$ cat src/rtl/irqt_pkg.sv
package irqt_pkg;
  localparam int ID_W  = 9;
  localparam int REG_W = 32;

  typedef enum logic {
    SEL_TRIG = 1'b0,
    SEL_CTRL = 1'b1
  } reg_sel_e;
endpackage

$ cat src/rtl/irqt_id_decode.sv
module irqt_id_decode #(
  parameter int N  = 240,
  parameter int IW = 9
) (
  input  logic          en,
  input  logic [IW-1:0] id,
  output logic [N-1:0]  hit
);
  // numbers at or above N match no output bit and are dropped
  for (genvar i = 0; i < N; i++) begin : g_dec
    assign hit[i] = en && (id == IW'(i));
  end
endmodule

$ cat src/rtl/irqt_sw_trig.sv
module irqt_sw_trig
  import irqt_pkg::*;
#(
  parameter int N  = 240,
  parameter int IW = 9,
  parameter int DW = 32
) (
  input  logic          clk,
  input  logic          rst,
  input  logic          wr_en,
  input  logic          wr_sel,
  input  logic [DW-1:0] wr_data,
  input  logic          wr_priv,
  output logic          ctl_q,
  output logic [N-1:0]  trig_vec
);
  logic trig_ok;
  logic ctl_wr;
  logic unused_hi;

  assign unused_hi = ^wr_data[DW-1:IW];
  assign ctl_wr    = wr_en && wr_priv && (wr_sel == SEL_CTRL);
  assign trig_ok   = wr_en && (wr_sel == SEL_TRIG) && (wr_priv || ctl_q);

  always_ff @(posedge clk) begin
    if (rst)         ctl_q <= 1'b0;
    else if (ctl_wr) ctl_q <= wr_data[0];
  end

  irqt_id_decode #(.N(N), .IW(IW)) u_dec (
    .en  (trig_ok),
    .id  (wr_data[IW-1:0]),
    .hit (trig_vec)
  );


  trig_onehot_chk: assert property (@(posedge clk) disable iff (rst)
    $onehot0(trig_vec));


  user_block_chk: assert property (@(posedge clk) disable iff (rst)
    (wr_en && !wr_priv && !ctl_q) |-> (trig_vec == '0));


  ctl_guard_chk: assert property (@(posedge clk) disable iff (rst)
    !(wr_en && wr_priv && wr_sel == SEL_CTRL) |=> $stable(ctl_q));
endmodule

$ cat src/rtl/irqt_line_bank.sv
module irqt_line_bank #(
  parameter int N = 240
) (
  input  logic         clk,
  input  logic         rst,
  input  logic [N-1:0] irq_in,
  input  logic [N-1:0] is_pulse,
  input  logic [N-1:0] ent_hit,
  input  logic [N-1:0] ext_hit,
  input  logic [N-1:0] sw_hit,
  output logic [N-1:0] pend_q,
  output logic [N-1:0] act_q
);
  for (genvar i = 0; i < N; i++) begin : g_line
    logic prev_q, p_q, a_q;
    logic act_n, pend_n, edge_s, lvl_s;

    always_comb begin
      // entry wins over return if both name this line in one cycle
      act_n  = (a_q & ~ext_hit[i]) | ent_hit[i];
      edge_s = is_pulse[i] & irq_in[i] & ~prev_q;
      // level lines pend only while not active in the next state, so
      // a return re-samples the input in the same edge that clears active
      lvl_s  = ~is_pulse[i] & irq_in[i] & ~act_n;
      pend_n = (p_q & ~ent_hit[i]) | edge_s | lvl_s | sw_hit[i];
    end

    always_ff @(posedge clk) begin
      if (rst) begin
        prev_q <= 1'b0;
        p_q    <= 1'b0;
        a_q    <= 1'b0;
      end else begin
        prev_q <= irq_in[i];
        p_q    <= pend_n;
        a_q    <= act_n;
      end
    end

    assign pend_q[i] = p_q;
    assign act_q[i]  = a_q;


    level_pend_chk: assert property (@(posedge clk) disable iff (rst)
      (!is_pulse[i] && irq_in[i] && !a_q && !ent_hit[i]) |=> p_q);


    edge_pend_chk: assert property (@(posedge clk) disable iff (rst)
      (is_pulse[i] && irq_in[i] && !prev_q) |=> p_q);


    enter_move_chk: assert property (@(posedge clk) disable iff (rst)
      (ent_hit[i] && !sw_hit[i] && !edge_s) |=> (!p_q && a_q));


    exit_resample_chk: assert property (@(posedge clk) disable iff (rst)
      (ext_hit[i] && !ent_hit[i] && !is_pulse[i] && irq_in[i]) |=> (p_q && !a_q));


    active_hold_chk: assert property (@(posedge clk) disable iff (rst)
      (a_q && !p_q && !ext_hit[i] && !is_pulse[i] && !sw_hit[i]) |=> !p_q);
  end
endmodule

$ cat src/rtl/irq_state_tracker.sv
module irq_state_tracker
  import irqt_pkg::*;
#(
  parameter int N_IRQ = 240
) (
  input  logic             clk,
  input  logic             rst,
  input  logic [N_IRQ-1:0] irq_in,
  input  logic [N_IRQ-1:0] irq_is_pulse,
  input  logic             wr_en,
  input  logic             wr_sel,
  input  logic [REG_W-1:0] wr_data,
  input  logic             wr_priv,
  input  logic             isr_enter,
  input  logic [ID_W-1:0]  isr_enter_id,
  input  logic             isr_exit,
  input  logic [ID_W-1:0]  isr_exit_id,
  output logic [N_IRQ-1:0] pend_o,
  output logic [N_IRQ-1:0] active_o,
  output logic             user_trig_en_o
);
  localparam int MAX_LINES = 1 << ID_W;

  logic [N_IRQ-1:0] ent_hit, ext_hit, sw_hit;

  initial begin
    if (N_IRQ > MAX_LINES || N_IRQ < 1)
      $error("N_IRQ out of range for the interrupt number width");
  end

  irqt_sw_trig #(.N(N_IRQ), .IW(ID_W), .DW(REG_W)) u_sw (
    .clk      (clk),
    .rst      (rst),
    .wr_en    (wr_en),
    .wr_sel   (wr_sel),
    .wr_data  (wr_data),
    .wr_priv  (wr_priv),
    .ctl_q    (user_trig_en_o),
    .trig_vec (sw_hit)
  );

  irqt_id_decode #(.N(N_IRQ), .IW(ID_W)) u_ent_dec (
    .en  (isr_enter),
    .id  (isr_enter_id),
    .hit (ent_hit)
  );

  irqt_id_decode #(.N(N_IRQ), .IW(ID_W)) u_ext_dec (
    .en  (isr_exit),
    .id  (isr_exit_id),
    .hit (ext_hit)
  );

  irqt_line_bank #(.N(N_IRQ)) u_bank (
    .clk      (clk),
    .rst      (rst),
    .irq_in   (irq_in),
    .is_pulse (irq_is_pulse),
    .ent_hit  (ent_hit),
    .ext_hit  (ext_hit),
    .sw_hit   (sw_hit),
    .pend_q   (pend_o),
    .act_q    (active_o)
  );


  reset_clear_chk: assert property (@(posedge clk)
    rst |=> (pend_o == '0 && active_o == '0 && !user_trig_en_o));
endmodule

$ cat config.mk
export PLATFORM = sky130hd
export DESIGN_NAME = irq_state_tracker
export DESIGN_NICKNAME = d
export VERILOG_FILES = /design/src/rtl/irqt_pkg.sv /design/src/rtl/irqt_id_decode.sv /design/src/rtl/irqt_sw_trig.sv /design/src/rtl/irqt_line_bank.sv /design/src/rtl/irq_state_tracker.sv
export SDC_FILE = /design/constraint.sdc
export NUM_CORES = 2
export LEC_CHECK = 0
export CORE_AREA = 10 10 390 392
export CTS_CLUSTER_DIAMETER = 60
export CTS_CLUSTER_SIZE = 24
export DETAILED_ROUTE_END_ITERATION = 6
export DIE_AREA = 0 0 400 402
export DONT_BUFFER_PORTS = 1
export GPL_TIMING_DRIVEN = 1
export PLACE_DENSITY = 0.44
export SLEW_MARGIN = 20
export SYNTH_ARGS = -nofsm -noshare
export SYNTH_HDL_FRONTEND = slang
export SYNTH_SLANG_ARGS = --single-unit
$ cat constraint.sdc
create_clock -name clk -period 2.6 [get_ports clk]
set_input_delay 0.78 -clock clk [delete_from_list [all_inputs] [get_ports clk]]
set_output_delay 0.78 -clock clk [all_outputs]
set_load 0.1 [all_outputs]
* Word level (Yosys, flattened, before mapping)
Cells that the tools add are included.
Cells by class: equality and inequality tests 717, bitwise operators 3601, reductions and logical operators 728
Operators by type and width (count):
- $eq 9x8->1 const B | 336
- $eq 9x7->1 const B | 192
- $and 1x1->1 | 1440
- $not 1->1 | 1201
- $or 1x1->1 | 960
- $eq 9x6->1 const B | 96
- $logic_and 1x1->1 | 724
- $eq 9x5->1 const B | 48
- $eq 9x4->1 const B | 24
- $eq 9x3->1 const B | 12
- $eq 9x2->1 const B | 6
- $eq 9x1->1 const B | 3
- $logic_not 9->1 | 3
- $logic_or 1x1->1 | 1
Storage, ports and cells: register bits after elaboration 721, bits of input ports 537

* Logic depth before layout (Yosys ltp)
word-level depth 9, gate-level depth with buffers 7

* Modules after synthesis
From an unflattened synthesis, not the netlist that was laid out.
Second synthesis, totals: cell total of the unflattened synthesis 4512, area total of the unflattened synthesis 38839.8 µm²
By module, submodules not included:
- irqt_line_bank | times used 1, cells an instance 3440, area each 33183.1 µm², seq. area each 14413.8 µm²
- irqt_id_decode | times used 3, cells an instance 355, area each 1865.5 µm², seq. area each 0.0 µm²
- irqt_sw_trig | times used 1, cells an instance 7, area each 60.1 µm², seq. area each 20.0 µm²

* Worst setup path before layout
OpenSTA, ideal clock, no wires.
path kind reg-to-reg, start point register u_sw.ctl_q, end point register u_bank.g_line[108].p_q, setup time 0.074 ns, arrival 2.343 ns, required time 2.526 ns, path slack 0.182 ns, stages on the path, launching flop included 7, path buffers 2, clock period less this slack 2.418 ns, cells stage by stage dfxtp_1 > o21bai_1 > or3_1 > clkbuf_1 > clkbuf_1 > o22a_1 > a31oi_1
On the way: cells in the longest elaborated chain, start to end 4
RTL lines:
- start: declaration | RTL line irqt_sw_trig.sv:14 | output logic ctl_q,
- start signal: assignment | RTL line irqt_sw_trig.sv:27 | else if (ctl_wr) ctl_q <= wr_data[0];
- $logic_or 1x1->1 | RTL line irqt_sw_trig.sv:23 | assign trig_ok = wr_en && (wr_sel == SEL_TRIG) && (wr_priv || ctl_q);
- $logic_and 1x1->1 | RTL line irqt_sw_trig.sv:23
- $logic_and 1x1->1 | RTL line irqt_id_decode.sv:11 | assign hit[i] = en && (id == IW'(i));
- $or 1x1->1 | RTL line irqt_line_bank.sv:25 | pend_n = (p_q & ~ent_hit[i]) | edge_s | lvl_s | sw_hit[i];
- end signal: assignment | RTL line irqt_line_bank.sv:35 | p_q <= pend_n;
- end: declaration | RTL line irqt_line_bank.sv:15 | logic prev_q, p_q, a_q;
No other way between the ends. A chain may end at the register's enable or synchronous reset.

* Worst setup path after layout
start point register u_bank.g_line[16].a_q, end point output port active_o[16]
RTL lines:
- start: declaration | RTL line irqt_line_bank.sv:15
- start signal: assignment | RTL line irqt_line_bank.sv:36 | a_q <= act_n;
- end: declaration | RTL line irq_state_tracker.sv:19 | output logic [N_IRQ-1:0] active_o,
No word-level cell between the ends.

==> impl_results.html <==
<table>
<tr><th>Metric</th><th>Value</th></tr>
<tr><th colspan="2">Outcome</th></tr>
<tr><td>Status</td><td>completed</td></tr>
<tr><th colspan="2">Clock network</th></tr>
<tr><td>Cts repair resizes</td><td>0</td></tr>
<tr><td>Clk Tree Root Cell</td><td>sky130_fd_sc_hd__clkbuf_16</td></tr>
<tr><td>CTS tree</td><td>yes</td></tr>
<tr><td>CTS buffer count</td><td>between 80 and 90</td></tr>
<tr><td>H-tree Lvls</td><td>3</td></tr>
<tr><td>CTS clk-pin slew, worst paths</td><td>around 70 ps</td></tr>
<tr><td>Clk buf depth</td><td>3</td></tr>
<tr><td>Clock sink count</td><td>721</td></tr>
<tr><td>Post-CTS setup buffer count</td><td>0</td></tr>
<tr><td>Number of hold-repair buffers added at the cts stage</td><td>0</td></tr>
<tr><td>Clock latency reported for the late side of the worst-skew pair</td><td>~700 ps</td></tr>
<tr><th colspan="2">STA</th></tr>
<tr><td>Number of max-slew violations in the final report</td><td>0</td></tr>
<tr><td>Final sum of negative setup slack</td><td>0 ps</td></tr>
<tr><td>Setup skew after layout</td><td>approximately 22 ps</td></tr>
<tr><td>Worst slew margin</td><td>29.9%</td></tr>
<tr><td>Final setup vio count</td><td>0</td></tr>
<tr><td>Final hold violations</td><td>0</td></tr>
<tr><td>Setup WS post-layout</td><td>~260 ps</td></tr>
<tr><td>Maximum clock rate</td><td>roughly 430 MHz</td></tr>
<tr><td>Slew at the pin with the worst max-slew slack</td><td>between 1000 and 1500 ps</td></tr>
<tr><td>Final period demand of the worst path</td><td>approximately 2300 ps</td></tr>
<tr><td>Unrepaired setup endpoints after global routing</td><td>no</td></tr>
<tr><td>Period Utilization, post-route</td><td>~90%</td></tr>
<tr><td>Final-layout worst hold slack</td><td>roughly 150 ps</td></tr>
<tr><th colspan="2">Logic synthesis</th></tr>
<tr><td>Net count after synthesis</td><td>roughly 4,700</td></tr>
<tr><td>Post-Syn Instances</td><td>between 4,000 and 5,000</td></tr>
<tr><td>EDFF count, synth</td><td>0</td></tr>
<tr><td>Mapped Area</td><td>between 30,000 and 40,000 µm²</td></tr>
<tr><td>Fraction of registers with async set or reset after synthesis</td><td>0%</td></tr>
<tr><td>Sequential fraction of the synthesis area</td><td>41.1%</td></tr>
<tr><td>Post-synthesis cell type count</td><td>42</td></tr>
<tr><td>Synth Register Bits</td><td>721</td></tr>
<tr><td>Synth Warn #</td><td>0</td></tr>
<tr><td>Ys flop type</td><td>sky130_fd_sc_hd__dfxtp_1</td></tr>
<tr><td>Average footprint of a synthesized cell</td><td>8.38 µm²</td></tr>
<tr><th colspan="2">Floorplanning</th></tr>
<tr><td>Core Area</td><td>145,000 µm²</td></tr>
<tr><td>Row count</td><td>140</td></tr>
<tr><td>I/O Pins</td><td>slightly above 1,000</td></tr>
<tr><td>Height of the die</td><td>between 400 and 500 µm</td></tr>
<tr><td>Effective utilization at floorplan</td><td>between 20 and 25%</td></tr>
<tr><td>Die Outline Area</td><td>about 160,000 µm²</td></tr>
<tr><td>Horizontal die dimension</td><td>roughly 400 µm</td></tr>
<tr><th colspan="2">Finish</th></tr>
<tr><td>Layout cells sized above 1</td><td>a little under a quarter</td></tr>
<tr><td>Nets</td><td>around 4,700</td></tr>
<tr><td>Most common cell after layout, fill and taps aside</td><td>sky130_fd_sc_hd__dfxtp_1</td></tr>
<tr><td>Fillers</td><td>~15,000</td></tr>
<tr><td>Top library cells by usage in the layout, fill and taps aside</td><td>717 x sky130_fd_sc_hd__dfxtp_1, 641 x sky130_fd_sc_hd__buf_4, 519 x sky130_fd_sc_hd__nand2_1</td></tr>
<tr><td>Share of the core filled with cells</td><td>around 29%</td></tr>
<tr><td>Area growth from synthesis to layout</td><td>19.5%</td></tr>
<tr><th colspan="2">Critical path</th></tr>
<tr><td>Cell with the largest stage delay on the worst path</td><td>sky130_fd_sc_hd__dfxtp_1</td></tr>
<tr><td>Cell family with the largest share of critical-path delay</td><td>flip-flops</td></tr>
<tr><td>Crit Reg-Reg Startpoint</td><td>u_sw.ctl_q$_SDFFE_PP0P_</td></tr>
<tr><td>Sort of element at the end of the critical path</td><td>output port</td></tr>
<tr><td>Cell-by-cell trace of the critical path</td><td>buf_4</td></tr>
<tr><td>Required time reported for the critical path endpoint</td><td>about 1800 ps</td></tr>
<tr><td>Worst r2r path cells</td><td>5</td></tr>
<tr><td>Type of the setup path with the least slack</td><td>reg -&gt; out</td></tr>
<tr><td>Stage delay of the slowest cell on the critical path</td><td>roughly 500 ps</td></tr>
<tr><td>Worst R2R Setup Slack</td><td>approximately 570 ps</td></tr>
<tr><td>Arrival time reported for the critical path endpoint</td><td>between 1500 and 2000 ps</td></tr>
<tr><td>Crit path launch type</td><td>flip-flop</td></tr>
<tr><td>Worst path buffer plus inverter count</td><td>1</td></tr>
<tr><td>Critical path fanouts, max</td><td>2</td></tr>
<tr><td>Endpoint of the most critical register-to-register path</td><td>u_bank.g_line[210].p_q$_SDFF_PP0_</td></tr>
<tr><th colspan="2">Route</th></tr>
<tr><td>Final wirelength</td><td>about 220 mm</td></tr>
<tr><td>Remaining design rule violation count</td><td>0</td></tr>
<tr><td>Vias after detailed routing</td><td>roughly 33,000</td></tr>
<tr><td>Length of the first detailed-routing pass in iterations</td><td>5</td></tr>
<tr><td>First-iteration detailed-routing DRC count</td><td>around 3,400</td></tr>
<tr><td>WL/cell</td><td>35.1 µm</td></tr>
<tr><td>Remaining antenna violation count after routing</td><td>0</td></tr>
<tr><td>DR vias/cell</td><td>~5.4</td></tr>
<tr><th colspan="2">GRT</th></tr>
<tr><td>Antenna violations before repair</td><td>16</td></tr>
<tr><td>Total overflow reported by the global router</td><td>0</td></tr>
<tr><td>All-layer global routing usage</td><td>approximately a quarter</td></tr>
<tr><td>Via count of the first global-routing pass</td><td>30,901</td></tr>
<tr><td>Wire length of the first global-routing pass</td><td>roughly 280 mm</td></tr>
<tr><td>Pin count of the biggest net entering global routing</td><td>722</td></tr>
<tr><th colspan="2">Placed design</th></tr>
<tr><td>HPWL after detailed placement</td><td>roughly 160 mm</td></tr>
<tr><td>RePlAce Congestion</td><td>0.872</td></tr>
<tr><td>Count of port buffers added during placement</td><td>0</td></tr>
<tr><td>Worst setup slack before clock tree synthesis</td><td>approximately 77 ps</td></tr>
<tr><th colspan="2">Min path</th></tr>
<tr><td>Cells on Worst Hold Path</td><td>1</td></tr>
<tr><td>Worst Min Path Start</td><td>rst</td></tr>
<tr><td>Endpoint of the worst hold path</td><td>u_bank.g_line[78].a_q$_SDFF_PP0_</td></tr>
<tr><td>Class of the most critical hold timing path</td><td>in -&gt; reg</td></tr>
<tr><th colspan="2">Pwr</th></tr>
<tr><td>Maximum VDD drop</td><td>574 µV</td></tr>
<tr><td>Leakage</td><td>between 15 and 20 nW</td></tr>
<tr><td>Power Dens Cells</td><td>a little over 700 nW/µm²</td></tr>
<tr><th colspan="2">Job</th></tr>
<tr><td>Reported max-cap violation count</td><td>0</td></tr>
</table>
==> synthesized netlist by cell type (all sizes together) (9+ instances only) <==
master	instances	area, µm²
dfxtp	721	14400
nand2	536	2010
buf	533	3950
a21oi	292	1460
clkbuf	279	1050
nor2b	258	1610
o31ai	240	2180
o21ai	228	1140
a31oi	224	1400
inv	224	841
o2111ai	224	1960
o22a	176	1540
nor2	84	315
and2	26	163
nor3	25	125
nand3	22	110
nor4	18	119
a2111oi	12	105
nand4bb	10	113
nand2b	9	56.3
nand4b	9	78.8
==> final cells by class <==
class	count	area, µm²	share of cell area [%]
multi-input combinational	2435	15100	35.9
sequential	721	14400	34.4
inverter	224	841	2.00
clock inverter	59	704	1.68
antenna	6	15.0	0.0358
timing repair buffer	708	6180	14.7
clock buffer	99	2310	5.51
tap	1917	2400	5.71
==> layer usage <==
layer,track usage (%),routed length (µm),share of wire (%)
met1,30.8,85400,39
met2,41.0,99900,46
met4,10.7,9430,4.3
met3,7.89,22100,10
met5,0,28,0.013
==> sequential cells by signal, summed over array words and instances, names as in the netlist <==
register              flops
u_sw.ctl_q                1
u_bank.g_line.a_q       240
u_bank.g_line.p_q       240
u_bank.g_line.prev_q    240
==> cell families (layout without fill, tap and decap cells) <==
kind of cell	Yosys count	after routing	share of synthesized area [%]
other cells	0	6	0
simple gates	1033	1033	14.3
buf+inv	1036	1090	16.6
flops	721	721	41.1
mux	1	1	0.0285
compound gates	1401	1401	28.0
==> metrics by stage <==
step                total power [mW]  cells  cell area, µm²
floorplan                       16.1   4192           35100
global placement                16.8   6001           38800
detailed placement              16.9   6001           38800
CTS                             29.9   6159           41800
global route                    30.8   6167           42000
finish                          29.9   6169           42000
==> power by group <==
group          switching (mW)  total [mW]  internal [mW]  leakage [nW]
Clock                    5.78        13.1           7.30          1.46
Sequential              0.228        11.8           11.6          5.95
Combinational            3.90        5.05           1.15          8.36
==> worst max path at each step <==
stage	start	end	slack, ps	depth (start not counted)
6_report	u_bank.g_line[16].a_q$_SDFF_PP0_	active_o[16]	260	1
2_1_floorplan	u_sw.ctl_q$_SDFFE_PP0P_	u_bank.g_line[108].p_q$_SDFF_PP0_	180	6
3_5_place_dp	isr_exit_id[8]	u_bank.g_line[98].p_q$_SDFF_PP0_	80	5
5_1_grt	u_bank.g_line[16].a_q$_SDFF_PP0_	active_o[16]	200	1
4_1_cts	u_bank.g_line[16].a_q$_SDFF_PP0_	active_o[16]	180	1
3_3_place_gp	isr_exit_id[8]	u_bank.g_line[98].p_q$_SDFF_PP0_	90	5
Note: power is estimated with default switching activity, not from simulation.
